File: src/rtl/burst_seq_pkg.sv
package burst_seq_pkg;
  typedef enum logic [1:0] {
    BK_WRAP    = 2'd0,
    BK_LINEAR  = 2'd1,
    BK_HYBRID  = 2'd2,
    BK_LINEAR2 = 2'd3
  } burst_kind_e;

  localparam int unsigned BYTES_PER_BEAT = 2;

  function automatic logic kind_is_linear(input burst_kind_e k);
    return (k == BK_LINEAR) || (k == BK_LINEAR2);
  endfunction
endpackage

File: src/rtl/burst_seq_grp.sv
module burst_seq_grp #(
  parameter int ADDR_W   = 24,
  parameter int CODE_W   = 2,
  parameter int MIN_LOG2 = 4,
  parameter int PASS_W   = 6
) (
  input  logic [CODE_W-1:0] code_i,
  output logic [ADDR_W-1:0] grp_mask_o,
  output logic [PASS_W-1:0] pass_last_o
);
  localparam int NUM_CODES = 1 << CODE_W;

  logic [ADDR_W-1:0] mask_tbl [NUM_CODES];
  logic [PASS_W-1:0] pass_tbl [NUM_CODES];

  for (genvar g = 0; g < NUM_CODES; g++) begin : g_size
    assign mask_tbl[g] = ADDR_W'((64'd1 << (MIN_LOG2 + g)) - 64'd1);
    assign pass_tbl[g] = PASS_W'((64'd1 << (MIN_LOG2 + g - 1)) - 64'd1);
  end

  assign grp_mask_o  = mask_tbl[code_i];
  assign pass_last_o = pass_tbl[code_i];
endmodule

File: src/rtl/burst_seq_ctr.sv
module burst_seq_ctr #(
  parameter int CNT_W  = 12,
  parameter int PASS_W = 6
) (
  input  logic              clk_i,
  input  logic              rst_ni,
  input  logic              load_i,
  input  logic              step_i,
  input  logic [CNT_W-1:0]  count_i,
  input  logic [PASS_W-1:0] pass_last_i,
  output logic              last_beat_o,
  output logic              pass_end_o
);
  logic [CNT_W-1:0]  beat_q, cnt_q;
  logic [PASS_W-1:0] pass_q;

  always_ff @(posedge clk_i or negedge rst_ni) begin
    if (!rst_ni) begin
      beat_q <= '0;
      cnt_q  <= '0;
      pass_q <= '0;
    end else if (load_i) begin
      beat_q <= '0;
      cnt_q  <= count_i;
      pass_q <= '0;
    end else if (step_i) begin
      beat_q <= beat_q + 1'b1;
      pass_q <= pass_end_o ? '0 : pass_q + 1'b1;
    end
  end

  assign last_beat_o = ({1'b0, beat_q} + 1'b1) >= {1'b0, cnt_q};
  assign pass_end_o  = (pass_q == pass_last_i);

  // the position inside a pass never runs past the pass length
  a_r8_pass_range: assert property (@(posedge clk_i) disable iff (!rst_ni)
    pass_q <= pass_last_i);
endmodule

File: src/rtl/burst_seq_next.sv
module burst_seq_next #(
  parameter int ADDR_W = 24
) (
  input  logic [ADDR_W-1:0] cur_i,
  input  logic [ADDR_W-1:0] mask_i,
  input  logic              wrap_active_i,
  input  logic              hybrid_i,
  input  logic              pass_end_i,
  output logic [ADDR_W-1:0] next_o
);
  localparam logic [ADDR_W-1:0] STEP = ADDR_W'(burst_seq_pkg::BYTES_PER_BEAT);

  logic [ADDR_W-1:0] base, bumped, wrapped;

  always_comb begin
    base    = cur_i & ~mask_i;
    bumped  = cur_i + STEP;
    wrapped = base | (bumped & mask_i);
    if (!wrap_active_i)               next_o = bumped;
    else if (hybrid_i && pass_end_i)  next_o = base + mask_i + 1'b1;
    else                              next_o = wrapped;
  end
endmodule

File: src/rtl/burst_addr_seq.sv
module burst_addr_seq
  import burst_seq_pkg::*;
#(
  parameter int ADDR_W   = 24,
  parameter int CNT_W    = 12,
  parameter int CODE_W   = 2,
  parameter int MIN_LOG2 = 4
) (
  input  logic              clk_i,
  input  logic              rst_ni,
  input  logic              start_i,
  input  logic [ADDR_W-1:0] start_addr_i,
  input  logic [1:0]        burst_kind_i,
  input  logic [CODE_W-1:0] wrap_code_i,
  input  logic [CNT_W-1:0]  beat_count_i,
  output logic              addr_valid_o,
  input  logic              addr_ready_i,
  output logic [ADDR_W-1:0] addr_lo_o,
  output logic [ADDR_W-1:0] addr_hi_o,
  output logic              wrap_done_o,
  output logic              done_o
);
  localparam int NUM_CODES = 1 << CODE_W;
  localparam int PASS_W    = MIN_LOG2 + NUM_CODES - 2;

  logic [ADDR_W-1:0] addr_q, next_addr, grp_mask;
  logic [PASS_W-1:0] pass_last;
  logic [CODE_W-1:0] code_q;
  burst_kind_e       kind_q;
  logic busy_q, done_q, wd_q, hyb_lin_q;
  logic fire, last_beat, pass_end, is_lin, wrap_active;

  assign fire        = busy_q & addr_ready_i;
  assign is_lin      = kind_is_linear(kind_q);
  assign wrap_active = !is_lin && !hyb_lin_q;

  burst_seq_grp #(.ADDR_W(ADDR_W), .CODE_W(CODE_W), .MIN_LOG2(MIN_LOG2), .PASS_W(PASS_W)) grp_i (
    .code_i(code_q), .grp_mask_o(grp_mask), .pass_last_o(pass_last));

  burst_seq_ctr #(.CNT_W(CNT_W), .PASS_W(PASS_W)) ctr_i (
    .clk_i(clk_i), .rst_ni(rst_ni), .load_i(start_i), .step_i(fire),
    .count_i(beat_count_i), .pass_last_i(pass_last),
    .last_beat_o(last_beat), .pass_end_o(pass_end));

  burst_seq_next #(.ADDR_W(ADDR_W)) next_i (
    .cur_i(addr_q), .mask_i(grp_mask), .wrap_active_i(wrap_active),
    .hybrid_i(kind_q == BK_HYBRID), .pass_end_i(pass_end), .next_o(next_addr));

  always_ff @(posedge clk_i or negedge rst_ni) begin
    if (!rst_ni) begin
      addr_q    <= '0;
      code_q    <= '0;
      kind_q    <= BK_WRAP;
      busy_q    <= 1'b0;
      done_q    <= 1'b0;
      wd_q      <= 1'b0;
      hyb_lin_q <= 1'b0;
    end else if (start_i) begin
      addr_q    <= start_addr_i & ~ADDR_W'(1);
      code_q    <= wrap_code_i;
      kind_q    <= burst_kind_e'(burst_kind_i);
      busy_q    <= 1'b1;
      done_q    <= 1'b0;
      wd_q      <= 1'b0;
      hyb_lin_q <= 1'b0;
    end else if (fire) begin
      if (pass_end && wrap_active) begin
        wd_q <= 1'b1;
        if (kind_q == BK_HYBRID) hyb_lin_q <= 1'b1;
      end
      if (last_beat) begin
        busy_q <= 1'b0;
        done_q <= 1'b1;
      end else begin
        addr_q <= next_addr;
      end
    end
  end

  assign addr_valid_o = busy_q;
  assign addr_lo_o    = addr_q;
  assign addr_hi_o    = addr_q | ADDR_W'(1);
  assign wrap_done_o  = wd_q;
  assign done_o       = done_q;

  a_r3_hold_stall: assert property (@(posedge clk_i) disable iff (!rst_ni)
    (addr_valid_o && !addr_ready_i && !start_i) |=> (addr_valid_o && $stable(addr_lo_o)));

  a_r4_linear_step: assert property (@(posedge clk_i) disable iff (!rst_ni)
    (fire && !last_beat && is_lin && !start_i) |=> (addr_lo_o == $past(addr_lo_o) + ADDR_W'(2)));

  a_r5_in_group: assert property (@(posedge clk_i) disable iff (!rst_ni)
    (fire && !last_beat && kind_q == BK_WRAP && !start_i)
      |=> ((addr_lo_o & ~grp_mask) == ($past(addr_lo_o) & ~grp_mask)));

  a_r7_hybrid_jump: assert property (@(posedge clk_i) disable iff (!rst_ni)
    (fire && !last_beat && kind_q == BK_HYBRID && !hyb_lin_q && pass_end && !start_i)
      |=> (addr_lo_o == (($past(addr_lo_o) | grp_mask) + ADDR_W'(1))));

  a_r8_no_wrap_flag_linear: assert property (@(posedge clk_i) disable iff (!rst_ni)
    is_lin |-> !wrap_done_o);

  a_r9_done_idle: assert property (@(posedge clk_i) disable iff (!rst_ni)
    done_o |-> !addr_valid_o);
endmodule

File: config.mk
export PLATFORM = sky130hd
export DESIGN_NAME = burst_addr_seq
export DESIGN_NICKNAME = d
export VERILOG_FILES = /design/src/rtl/burst_seq_pkg.sv /design/src/rtl/burst_seq_grp.sv /design/src/rtl/burst_seq_ctr.sv /design/src/rtl/burst_seq_next.sv /design/src/rtl/burst_addr_seq.sv
export SDC_FILE = /design/constraint.sdc
export NUM_CORES = 1
export LEC_CHECK = 0
export ABC_CLOCK_PERIOD_IN_PS = 3360
export BUFFER_PORTS_ARGS = -buffer_cell sky130_fd_sc_hd__buf_2
export CORE_MARGIN = 1
export CORE_UTILIZATION = 52
export DETAILED_ROUTE_END_ITERATION = 7
export GPL_TIMING_DRIVEN = 0
export PLACE_DENSITY = 0.84
export SLEW_MARGIN = 20
export SYNTH_ARGS = -nofsm -noshare
export SYNTH_HDL_FRONTEND = slang
export SYNTH_SLANG_ARGS = --single-unit
export TNS_END_PERCENT = 1
File: constraint.sdc
create_clock -name clk_i -period 3.36 [get_ports clk_i]
set_clock_uncertainty 0.05 [all_clocks]
set_input_delay 0.168 -clock clk_i [delete_from_list [all_inputs] [get_ports clk_i]]
set_output_delay 0.168 -clock clk_i [all_outputs]
set_load 0.05 [all_outputs]
# Word level (Yosys, flattened, before mapping)
# Cells that the tools add are included.
[totals] ff_bits=62 input_bits=44 word_cells=72
[classes] add_sub_neg=6 n_lt_le_gt_ge=2 n_eq_ne=5 mux=29 n_bitwise=6 reduce_logical=14
[op_table] op="$mux 24" count=7
[op_table] op="$and 24x24->24" count=2
[op_table] op="$bmux 24 s2" count=1
[op_table] op="$mux 6" count=5
[op_table] op="$add 24x1->24 const B" count=1
[op_table] op="$add 24x2->24 const B" count=1
[op_table] op="$add 24x24->24" count=1
[op_table] op="$mux 12" count=2
[op_table] op="$not 24->24" count=1
[op_table] op="$or 24x24->24" count=1
[op_table] op="$add 12x1->13 const B" count=1
[op_table] op="$ge 13x12->1" count=1
[op_table] op="$mux 1" count=13
[op_table] op="$add 12x1->12 const B" count=1
[op_table] op="$bmux 6 s2" count=1
[op_table] op="$reduce_bool 2->1" count=4
[op_table] op="$add 6x1->6 const B" count=1
[op_table] op="$eq 6x6->1" count=1
[op_table] op="$reduce_and 2->1" count=3
[op_table] op="$eq 2x2->1 const B" count=2
[op_table] op="$ge 3x3->1 const B" count=1
[op_table] op="$logic_and 1x1->1" count=3
[op_table] op="$not 2->3" count=1
[op_table] op="$reduce_and 3->1" count=1
[op_table] op="5 further kinds" count=6

# Longest topological paths before layout
# Gate-level depths: netlist of run 1.
[depth] depth_word=13 ltp_mapped=14

# By module
# From an unflattened synthesis of run 1, not the netlist that was laid out.
[hier_totals] cells_unflattened=612 hier_area_um2=5395.2
[by_module_without_submodules] mod="burst_seq_ctr" n_inst=1 cells_per_inst=202 area_each_um2=1854.3 seq_area_each_um2=750.7
[by_module_without_submodules] mod="burst_addr_seq" n_inst=1 cells_per_inst=131 area_each_um2=1825.5 seq_area_each_um2=800.8
[by_module_without_submodules] mod="burst_seq_next" n_inst=1 cells_per_inst=247 area_each_um2=1483.9 seq_area_each_um2=0.0
[by_module_without_submodules] mod="burst_seq_grp" n_inst=1 cells_per_inst=32 area_each_um2=231.5 seq_area_each_um2=0.0

# Worst setup path after synthesis of run 1
# OpenSTA, ideal clock, no wires.
[synth_timing] path_kind="register -> register" startpoint="register ctr_i.beat_q[2]" endpoint="register addr_q[18], in the netlist addr_lo_o[18]" setup_ps=126 arrival_ps=2710 required_ps=3184 path_slack_ps=474 path_stages_with_launch=13 path_buffers=0 path_cell_list="dfrtp_1 and3_1 nand3_1 inv_1 nand3_1 xnor2_1 ha_1 nand3_1 a2111oi_2 a221o_2 nor2_8 a21oi_4 o32a_1"
[synth_via] elab_chain_len=4
[synth_rtl] element="from (decl)" line_no="burst_seq_ctr.sv:14" rtl="logic [CNT_W-1:0] beat_q, cnt_q;"
[synth_rtl] element="from (signal assigned)" line_no="burst_seq_ctr.sv:27" rtl="beat_q <= beat_q + 1'b1;"
[synth_rtl] element="$add 12x1->13" line_no="burst_seq_ctr.sv:32" rtl="assign last_beat_o = ({1'b0, beat_q} + 1'b1) >= {1'b0, cnt_q};"
[synth_rtl] element="$ge 13x12->1" line_no="burst_seq_ctr.sv:32"
[synth_rtl] element="$ne 2x2->1 (no line)"
[synth_rtl] element="$reduce_and 2->1 (no line)"
[synth_rtl] element="to (signal assigned)" line_no="burst_addr_seq.sv:59" rtl="addr_q <= start_addr_i & ~ADDR_W'(1);"
[synth_rtl] element="to (signal assigned)" line_no="burst_addr_seq.sv:75" rtl="addr_q <= next_addr;"
[synth_rtl] element="to (decl)" line_no="burst_addr_seq.sv:26" rtl="logic [ADDR_W-1:0] addr_q, next_addr, grp_mask;"
# No other way between the ends.
# A chain may end at the register's enable or synchronous reset.

# Worst setup path after layout of run 1
[layout_timing] startpoint="register ctr_i.beat_q[0]" endpoint="register addr_q[17], in the netlist addr_lo_o[17]"
# The elaborated chain is that of the path after synthesis.

==> impl_metrics.py, run 1 <==
metrics = {
    "finish": {
        "areaGrowthSynthToFinish_pct": 23.3,
        "final_cells": 767,
        "layout_common_cells": "buf_2 (98), nand2_1 (61), dfrtp_1 (56)",
        "mostFrequentLayoutCell": "buf_2",
        "register_area_mm2": 0.00153,
        "multi_input_area_mm2": 0.00261,
        "fin_nets": 719,
        "diodes": 0,
        "n_fill_cell": 669,
        "drive_gt1_share_pct": 27.3,
    },
    "logic_synthesis": {
        "synth-edff-count": 0,
        "ys_warn_count": 0,
        "synthCells": 536,
        "avgSynthCellArea_um2": 8.35,
        "syn_area_mm2": 0.00447,
        "synth_nets": 597,
        "synth.area.top_cells": "dfrtp_1 (34%), o21ai_0 (5.9%), nand2_1 (5.1%), ha_1 (4.8%), buf_4 (4.2%)",
        "seq_area_frac_synth_pct": 34.1,
        "synthFlopType": "dfrtp_1",
        "ys_async_sr_fraction_pct": 100,
        "synth_top_area_cell": "dfrtp_1",
        "ys_types": 69,
        "synth-seq-cells": 61,
        "synth_top_cell_area_share_pct": 34.1,
    },
    "power_and_ir_drop": {
        "p_sw_uw": 961,
        "ir_drop_mv": 0.263,
        "seq_power_share_pct": 36.9,
        "clkPwrFrac_pct": 28.3,
        "p_int_mw": 1.45,
        "power_leakage_nw": 2.51,
        "power_density_mw_per_mm2": 437,
        "combPwrFrac_pct": 34.8,
        "power_mw": 2.41,
        "sw_frac_of_total_pct": 39.9,
    },
    "place": {
        "dp_cells": 733,
        "post-place-ws_ns": -0.0252,
        "dpl.hpwl_um": 9400,
        "io_buffers": 91,
        "gp_congestion": 0.893,
    },
    "sta": {
        "timing.final.crit_period_ns": 3.28,
        "hold_ws_ns": 0.00961,
        "finalHoldViolations": 0,
        "setup_violations": 0,
        "setup_slack_ns": 0.0841,
        "fin_setup_tns_ns": 0,
        "worst_slew_pin_slew_ns": 1.02,
        "maxSlewViolCount": 0,
        "fmax_ghz": 0.305,
        "post-route-period-util_pct": 97.5,
        "slew_headroom_pct": 31.8,
        "rsz0062_at_grt": "true",
    },
    "global_routing": {
        "grt_overflow_total": 0,
        "antenna_found_initial": 0,
        "grt_usage_pct": 30.3,
        "grt_pass1_wl_um": 20700,
        "grt_max_degree": 38,
        "grt_pass1_vias": 4379,
    },
    "critical_path": {
        "cp.required_ns": 3.54,
        "worstPathArrival_ns": 3.46,
        "worstSetupStartpointType": "flop",
        "crit_type": "flop to flop",
        "critPathMaxFanout": 10,
        "crit_path_end_kind": "flop",
        "ff2ff_setup_slack_ns": 0.08,
    },
    "die": {
        "core-area_mm2": 0.00826,
        "dieWidth_um": 94.8,
        "initial_core_util_pct": 54.2,
        "num_rows": 33,
        "fp.dieArea_mm2": 0.00898,
        "die_h_um": 94.8,
        "pin_count": 95,
    },
    "detailed_routing": {
        "drt-initial-drc-count": 487,
        "drt_pass1_iterations": 6,
        "routed_via_density": 6.15,
        "wl_um": 13600,
        "drc_errors": 0,
        "drtAntennaViolNets": 0,
        "wl_per_cell_um": 17.7,
        "vias": 4714,
    },
    "clocking": {
        "cts.path.max_buffers": 2,
        "clock_latency_ns": 0.35,
        "cts_num_sinks": 61,
        "clkTransAtPathRegs_ns": 0.08,
        "h-tree-depth": 3,
        "cts_buffers": 9,
        "cts_tree": "yes",
        "cts-root-buf": "clkbuf_8",
    },
    "flow_run": {
        "drv_cap": 0,
    },
    "run_status": {
        "status": "complete, no violations",
    },
    "min_path": {
        "min_path_type": "primary input to flop",
    },
}
-- metrics by stage --
stage	util [%]	area [um^2]
floorplan	-	4470
global placement	61.3	5060
detailed placement	61.6	5080
CTS	66.0	5450
global route	66.8	5520
finish	66.8	5520
-- cell type report --
class | count | area share, %
plain buffers | 49 | 5.62
flip-flops and latches | 61 | 27.8
repair buffers | 111 | 11.9
clock inverters | 3 | 0.816
multi-input cells | 405 | 47.2
inverters | 21 | 1.43
well taps | 105 | 2.38
clock buffers | 12 | 2.81
-- registers in the layout (all words and copies together), names as in the netlist --
| signal | cells |
|---|---|
| addr_lo_o | 23 |
| ctr_i.beat_q | 12 |
| ctr_i.cnt_q | 12 |
| ctr_i.pass_q | 6 |
| code_q | 2 |
| kind_q | 2 |
| addr_valid_o | 1 |
| done_o | 1 |
| hyb_lin_q | 1 |
| wrap_done_o | 1 |
-- power groups by stage --
stage / Sequential (mW) / Combinational [mW] / Clock (mW)
finish: 0.889 / 0.839 / 0.681
global route: 0.897 / 0.897 / 0.711
CTS: 0.883 / 0.820 / 0.680
detailed placement: 0.896 / 0.803 / 0
global placement: 0.891 / 0.782 / 0
floorplan: 1.01 / 0.474 / 0
-- worst max-delay path, stage by stage, from the launching register on --
cell	delay, ns
dfrtp_2	0.48
ha_2	0.25
xor2_1	0.22
ha_1	0.31
a2111oi_2	0.41
o21ai_1	0.17
a221oi_2	0.33
buf_4	0.18
nand3b_4	0.17
nand2_2	0.19
buf_6	0.16
o21ai_0	0.09
o2bb2ai_1	0.15
-- path summary, 6_finish.rpt --
kind                                             start                          end  cells after the start
hold / removal                         beat_count_i[0]   ctr_i.cnt_q[0]$_DFFE_PN0P_                      2
min in group asynchronous                       rst_ni  ctr_i.cnt_q[10]$_DFFE_PN0P_                      2
hold reg to reg                     done_o$_DFFE_PN0P_           done_o$_DFFE_PN0P_                      2
setup / recovery           ctr_i.beat_q[0]$_DFFE_PN0N_    addr_lo_o[17]$_DFFE_PN0P_                     12
setup reg to reg           ctr_i.beat_q[0]$_DFFE_PN0N_    addr_lo_o[17]$_DFFE_PN0P_                     12
max in group asynchronous                       rst_ni    addr_lo_o[13]$_DFFE_PN0P_                      3
-- what timing repair did --
item / 4_1_cts / 5_1_grt
setup buffers: 2 / 2
setup endpoints to repair: 6 / 18
resized for setup: 1 / 12
pin swaps: 1 / 2
hold endpoints to repair: 38 / 0
hold buffers: 15 / 0
-- cell usage after synthesis (6+ instances only) --
| library cell | instances |
|---|---|
| buf_2 | 8 |
| and3_1 | 9 |
| o21ai_0 | 53 |
| nand4_1 | 7 |
| xnor2_1 | 18 |
| clkbuf_1 | 12 |
| a22oi_1 | 6 |
| a21oi_1 | 29 |
| dfrtp_1 | 61 |
| ha_1 | 17 |
| o22ai_1 | 7 |
| buf_4 | 25 |
| nor2_1 | 37 |
| or3_1 | 7 |
| xor2_1 | 11 |
| nand2_1 | 61 |
| nor3_1 | 14 |
| o21a_1 | 7 |
| nand3_1 | 26 |
| a31oi_1 | 10 |
| inv_1 | 21 |
-- logic make-up (layout without fill, tap and decap cells) --
family                   after synthesis  count (layout)  synth area share (%)
multiplexers                          10              10                  2.38
AND/OR/NAND/NOR                      196             196                  22.3
buffers and inverters                 70             196                  8.70
adder cells (fa/ha/maj)               17              17                  4.75
XOR/XNOR                              29              29                  5.68
AO/OA/AOI/OAI                        151             151                  21.9
flip-flops                            61              61                  34.1
other                                  2               2                 0.168
-- per-layer routing --
metal	vias up	track usage, %	routed length, um
li1	2161	-	-
met1	2207	37.6	5450
met2	298	49.5	6500
met3	48	6.84	1200
met4	0	14.9	418
met5	-	0	0
(Power assumes the default switching activity.)
==> run 2: changes to the inputs <==
Settings changed: CORE_ASPECT_RATIO set to 2.
==> impl_metrics.py, run 2 (synthesis gave the netlist of run 1 again) <==
metrics = {
    "power_and_ir_drop": {
        "clkPwrFrac_pct": 33.2,
        "p_int_mw": 1.59,
        "sw_frac_of_total_pct": 38.3,
        "ir_drop_mv": 0.432,
        "p_sw_uw": 989,
        "power_density_mw_per_mm2": 468,
        "seq_power_share_pct": 34.5,
        "combPwrFrac_pct": 32.3,
        "power_leakage_nw": 2.53,
    },
    "finish": {
        "mostFrequentLayoutCell": "buf_2",
        "fin_nets": 713,
        "areaGrowthSynthToFinish_pct": 23.3,
        "drive_gt1_share_pct": 26.9,
        "largest_register_ffs": 23,
        "finish.utilization_pct": 66.5,
        "diodes": 0,
        "final_area_mm2": 0.00552,
        "layout_common_cells": "buf_2 (98), nand2_1 (61), dfrtp_1 (57)",
    },
    "critical_path": {
        "crit_type": "flop to flop",
        "cp.required_ns": 3.53,
        "worstPathArrival_ns": 3.38,
        "crit_path_end_kind": "flop",
        "worstPathCellList": "and3_2, nand3_4, inv_1, nand3_1, xnor2_2, ha_1, nand3_1, a2111oi_4, a221o_2, nor2_8, a21oi_4, o32a_1",
        "cp_top_family": "compound AO/OA/AOI/OAI gates",
        "critPathMostFrequentCell": "nand3_1",
        "worstPathBufferInverterCount": 1,
        "worstSetupStartpointType": "flop",
        "critical-path-max-stage-delay_ns": 0.46,
        "cp_slowest_cell": "a221o_2",
        "critPathMaxFanout": 9,
    },
    "min_path": {
        "min_path_type": "primary input to flop",
    },
    "sta": {
        "timing.final.crit_period_ns": 3.21,
        "slew_headroom_pct": 25.4,
        "post-route-period-util_pct": 95.5,
        "maxSlewViolCount": 0,
        "setup_violations": 0,
        "worst_slew_pin_slew_ns": 1.11,
        "fmax_ghz": 0.312,
        "finalHoldViolations": 0,
        "setup_slack_ns": 0.151,
    },
    "clocking": {
        "cts_num_sinks": 61,
        "cts_tree": "yes",
        "clkTransAtPathRegs_ns": 0.06,
        "cts.path.max_buffers": 2,
        "cts_buffers": 9,
        "clock_latency_ns": 0.33,
        "cts-root-buf": "clkbuf_16",
        "h-tree-depth": 3,
    },
    "run_status": {
        "status": "complete, no violations",
    },
    "die": {
        "num_rows": 47,
        "core-area_mm2": 0.00829,
        "dieWidth_um": 67.6,
        "initial_core_util_pct": 54.0,
        "die_h_um": 133,
        "pin_count": 95,
        "fp.dieArea_mm2": 0.00900,
    },
    "global_routing": {
        "antenna_found_initial": 0,
        "grt_pass1_wl_um": 22300,
        "grt_max_degree": 45,
        "grt_pass1_vias": 4682,
        "grt_usage_pct": 33.6,
        "grt_overflow_total": 0,
    },
    "detailed_routing": {
        "drtAntennaViolNets": 0,
        "drc_errors": 0,
        "wl_um": 14000,
        "vias": 4681,
        "drt_pass1_iterations": 5,
        "routed_via_density": 6.22,
        "drt-initial-drc-count": 462,
        "wl_per_cell_um": 18.5,
    },
    "place": {
        "gp_congestion": 0.922,
        "dpl.hpwl_um": 10200,
        "io_buffers": 91,
        "place_area_mm2": 0.00508,
        "post-place-ws_ns": -0.0642,
    },
    "flow_run": {
        "drv_cap": 0,
    },
}
run 2: power groups by stage:
| stage | Combinational [mW] | Clock, mW | Sequential, mW |
|---|---|---|---|
| CTS | 0.821 | 0.864 | 0.885 |
| floorplan | 0.474 | 0 | 1.01 |
| global route | 0.896 | 0.889 | 0.897 |
| detailed placement | 0.809 | 0 | 0.895 |
| finish | 0.836 | 0.857 | 0.890 |
| global placement | 0.787 | 0 | 0.891 |
run 2: worst min-delay path, cell delays in order:
cell	delay (ns)
buf_2	0.07
nand2_1	0.04
o21ai_0	0.06
run 2: routing by layer:
metal / up-vias / wire length, um / GRT usage, %
met1: 2198 / 4810 / 32.9
li1: 2138 / - / -
met3: 81 / 876 / 9.67
met2: 264 / 7450 / 56.6
met4: 0 / 834 / 24.8
met5: - / 0 / 0
run 2: final cells by class:
cell class | instances | area [um^2]
Fill cell | 678 | 2780
Multi-Input combinational cell | 405 | 2600
Sequential cell | 61 | 1530
Timing Repair Buffer | 105 | 608
Buffer | 49 | 310
Clock buffer | 12 | 256
Tap cell | 98 | 123
Inverter | 21 | 78.8
Clock inverter | 2 | 10.0
run 2: through the flow:
stage,setup TNS (ns),hold slack (ns),power [mW],std cells
2_1_floorplan,0,-0.178,1.48,536
3_3_place_gp,-0.219,0.323,1.68,725
3_5_place_dp,-0.203,0.0254,1.70,726
4_1_cts,0,0.000290,2.57,750
5_1_grt,-0.0221,0.0141,2.68,753
6_report,0,0.00478,2.58,753
run 2: worst paths after layout:
| kind | endpoint | depth (start not counted) | slack, ns | start |
|---|---|---|---|---|
| worst max register to register | addr_lo_o[18]$_DFFE_PN0P_ | 12 | 0.15 | ctr_i.beat_q[2]$_DFFE_PN0N_ |
| worst min register to register | done_o$_DFFE_PN0P_ | 2 | 0.44 | done_o$_DFFE_PN0P_ |
| min in group asynchronous | addr_lo_o[11]$_DFFE_PN0P_ | 2 | 0.21 | rst_ni |
| worst max-delay path | addr_lo_o[18]$_DFFE_PN0P_ | 12 | 0.15 | ctr_i.beat_q[2]$_DFFE_PN0N_ |
| worst min-delay path | ctr_i.cnt_q[6]$_DFFE_PN0P_ | 3 | 0.005 | beat_count_i[6] |
| max in group asynchronous | ctr_i.beat_q[3]$_DFFE_PN0N_ | 3 | 2.51 | rst_ni |
run 2: timing repair:
item                                   in CTS  in global routing
hold buffers                               10                  0
endpoints found under the hold margin      55                  0
resized for setup                           1                  9
setup endpoints to repair                   7                 22
buffers inserted                            0                  3
pin swaps                                   1                  2
==> run 3: changes to the inputs <==
Settings changed: PLACE_DENSITY 0.84 to 0.82, SYNTH_HIERARCHICAL set to 1.
==> impl_metrics.py, run 3 <==
metrics = {
    "critical_path": {
        "crit_type": "flop to flop",
        "cp_slowest_cell": "or4_4",
        "critical-path-max-stage-delay_ns": 0.55,
        "worstPathCellList": "and4_4, and4_4, nand2_4, nor2_4, xor2_2, ha_1, nand3_2, or4_4, nand3_4, nand3b_4, nor2b_4, buf_8, buf_12, buf_12, mux2_4",
        "worstPathArrival_ns": 3.53,
        "worstSetupStartpointType": "flop",
        "crit_path_end_kind": "flop",
        "cp.required_ns": 3.53,
        "critPathMaxFanout": 5,
    },
    "global_routing": {
        "grt_usage_pct": 28.9,
        "grt_pass1_wl_um": 23900,
        "grt_max_degree": 41,
        "grt_pass1_vias": 5253,
        "grt_overflow_total": 0,
        "antenna_found_initial": 0,
    },
    "logic_synthesis": {
        "ys_async_sr_fraction_pct": 100,
        "synth_common_cells": "nand2_1 (68), dfrtp_1 (62), nor2_1 (55), buf_4 (54), a21oi_1 (41)",
        "syn_area_mm2": 0.00540,
        "yosysMostFrequentCell": "nand2_1",
        "synthFlopType": "dfrtp_1",
        "seq_area_frac_synth_pct": 28.8,
        "synth_top_area_cell": "dfrtp_1",
        "synth-edff-count": 0,
        "avgSynthCellArea_um2": 8.82,
        "synth-seq-cells": 62,
        "ys_types": 69,
        "synth_top_cell_area_share_pct": 28.8,
        "synthCells": 612,
        "ys_warn_count": 6,
        "synth.area.top_cells": "dfrtp_1 (29%), buf_4 (7.5%), mux2_2 (6.3%), mux2_4 (5.6%), xor2_1 (5.5%)",
    },
    "finish": {
        "areaGrowthSynthToFinish_pct": 27.2,
        "mostFrequentLayoutCell": "buf_2",
        "diodes": 0,
        "final_area_mm2": 0.00686,
        "largest_register_ffs": 24,
        "fin_nets": 827,
        "drive_gt1_share_pct": 37.2,
        "layout_common_cells": "buf_2 (94), buf_4 (69), nand2_1 (67)",
    },
    "power_and_ir_drop": {
        "power_density_mw_per_mm2": 496,
        "power_leakage_nw": 3.35,
        "power_mw": 3.40,
        "ir_drop_mv": 0.375,
    },
    "sta": {
        "slew_headroom_pct": 54.7,
        "setup_violations": 3,
        "setup_slack_ns": -0.00488,
        "timing.final.crit_period_ns": 3.36,
        "maxSlewViolCount": 0,
        "post-route-period-util_pct": 100,
        "worst_slew_pin_slew_ns": 0.679,
        "fmax_ghz": 0.297,
        "rsz0062_at_grt": "true",
        "finalHoldViolations": 0,
    },
    "detailed_routing": {
        "drtAntennaViolNets": 0,
        "vias": 5122,
        "wl_um": 15400,
        "routed_via_density": 5.67,
        "drt-initial-drc-count": 340,
        "drt_pass1_iterations": 5,
        "wl_per_cell_um": 17.0,
        "drc_errors": 0,
    },
    "run_status": {
        "violations": "setup timing",
        "status": "complete, but fails checks",
    },
    "place": {
        "place_area_mm2": 0.00613,
        "gp_congestion": 0.934,
        "io_buffers": 92,
        "dpl.hpwl_um": 10400,
        "post-place-ws_ns": -0.490,
    },
    "die": {
        "pin_count": 95,
        "core-area_mm2": 0.0101,
        "fp.dieArea_mm2": 0.0108,
        "initial_core_util_pct": 53.5,
        "die_h_um": 146,
        "dieWidth_um": 74.0,
        "num_rows": 52,
    },
    "clocking": {
        "cts_num_sinks": 62,
        "cts_tree": "yes",
        "clkTransAtPathRegs_ns": 0.05,
        "h-tree-depth": 3,
        "cts-root-buf": "clkbuf_16",
        "cts.path.max_buffers": 2,
        "cts_buffers": 9,
        "clock_latency_ns": 0.34,
    },
    "min_path": {
        "min_path_type": "primary input to flop",
    },
    "flow_run": {
        "drv_cap": 0,
    },
}
==> run 3: changes by cell type in the layout (fill, tap and decap cells not counted), moves of 21 or more <==
cell and change:
buf_4 +40, conb_1 +23, mux2_2 +22, mux2_4 +23, o21ai_0 -30, xor2_1 +21
==> run 3: stage by stage <==
step	std cells	hold WS [ns]	TNS, ns	util (%)
4_1_cts	898	0.00163	0	66.2
3_5_place_dp	862	0.0452	-6.00	60.8
6_report	903	0.00348	-0.00820	68.0
5_1_grt	903	0.00499	-1.31	68.0
2_1_floorplan	634	-0.178	0	-
3_3_place_gp	861	0.330	-4.69	60.6
==> run 3: final timing paths <==
kind	slack (ns)	from	depth (start not counted)	endpoint
max in group asynchronous	2.50	rst_ni	3	ctr_i/pass_q[4]$_DFFE_PN0P_
setup / recovery	-0.005	ctr_i/beat_q[5]$_DFFE_PN0P_	15	addr_lo_o[23]$_DFFE_PN0P_
min in group asynchronous	0.23	rst_ni	2	addr_lo_o[19]$_DFFE_PN0P_
hold reg to reg	0.47	ctr_i/cnt_q[0]$_DFFE_PN0P_	1	ctr_i/cnt_q[0]$_DFFE_PN0P_
hold / removal	0.003	beat_count_i[10]	3	ctr_i/cnt_q[10]$_DFFE_PN0P_
setup reg to reg	-0.005	ctr_i/beat_q[5]$_DFFE_PN0P_	15	addr_lo_o[23]$_DFFE_PN0P_
==> run 3: cells by family after synthesis <==
| family | share of synthesized area, % |
|---|---|
| buffers and inverters | 12.9 |
| AOI/OAI and AO/OA | 11.2 |
| adders and majority gates | 4.41 |
| xor gates and xnor gates | 9.42 |
| DFF | 28.8 |
| muxes | 12.8 |
| other | 0.209 |
| and+or+nand+nor | 20.4 |
==> run 3: routing by layer <==
metal / up-vias / GRT usage [%] / wire length (um)
met5: - / 0 / 0
met4: 0 / 16.6 / 749
met3: 78 / 5.11 / 730
met2: 252 / 55.5 / 8790
met1: 2453 / 26.6 / 5080
li1: 2339 / - / -
==> run 3: area by class of cell <==
class / instances / area (um^2)
Fill cell: 758 / 3220
Tap cell: 135 / 169
Inverter: 19 / 71.3
Clock buffer: 11 / 233
Clock inverter: 4 / 48.8
Sequential cell: 62 / 1550
Multi-Input combinational cell: 471 / 3410
Timing Repair Buffer: 121 / 756
Buffer: 80 / 622
==> run 3: timing repair <==
action | 4_1_cts | 5_1_grt
setup endpoints to repair | 23 | 23
resized for setup | 15 | 28
hold buffers | 8 | 0
cloned | 1 | 1
pin swaps | 9 | 18
setup buffers | 12 | 6
endpoints found under the hold margin | 29 | 0
==> run 3: worst max-delay path: cells and delay by family, from the launching register on <==
kind,cells,cell delay [ns]
XOR/XNOR,1,0.08
buffers and inverters,3,0.37
AND/OR/NAND/NOR,9,1.73
adder cells (fa/ha/maj),1,0.31
flip-flops,1,0.40
multiplexers,1,0.30
==> run 3: report_power, final <==
group / internal, mW / switching (mW)
logic: 0.571 / 0.933
registers: 0.832 / 0.159
clock network: 0.569 / 0.341
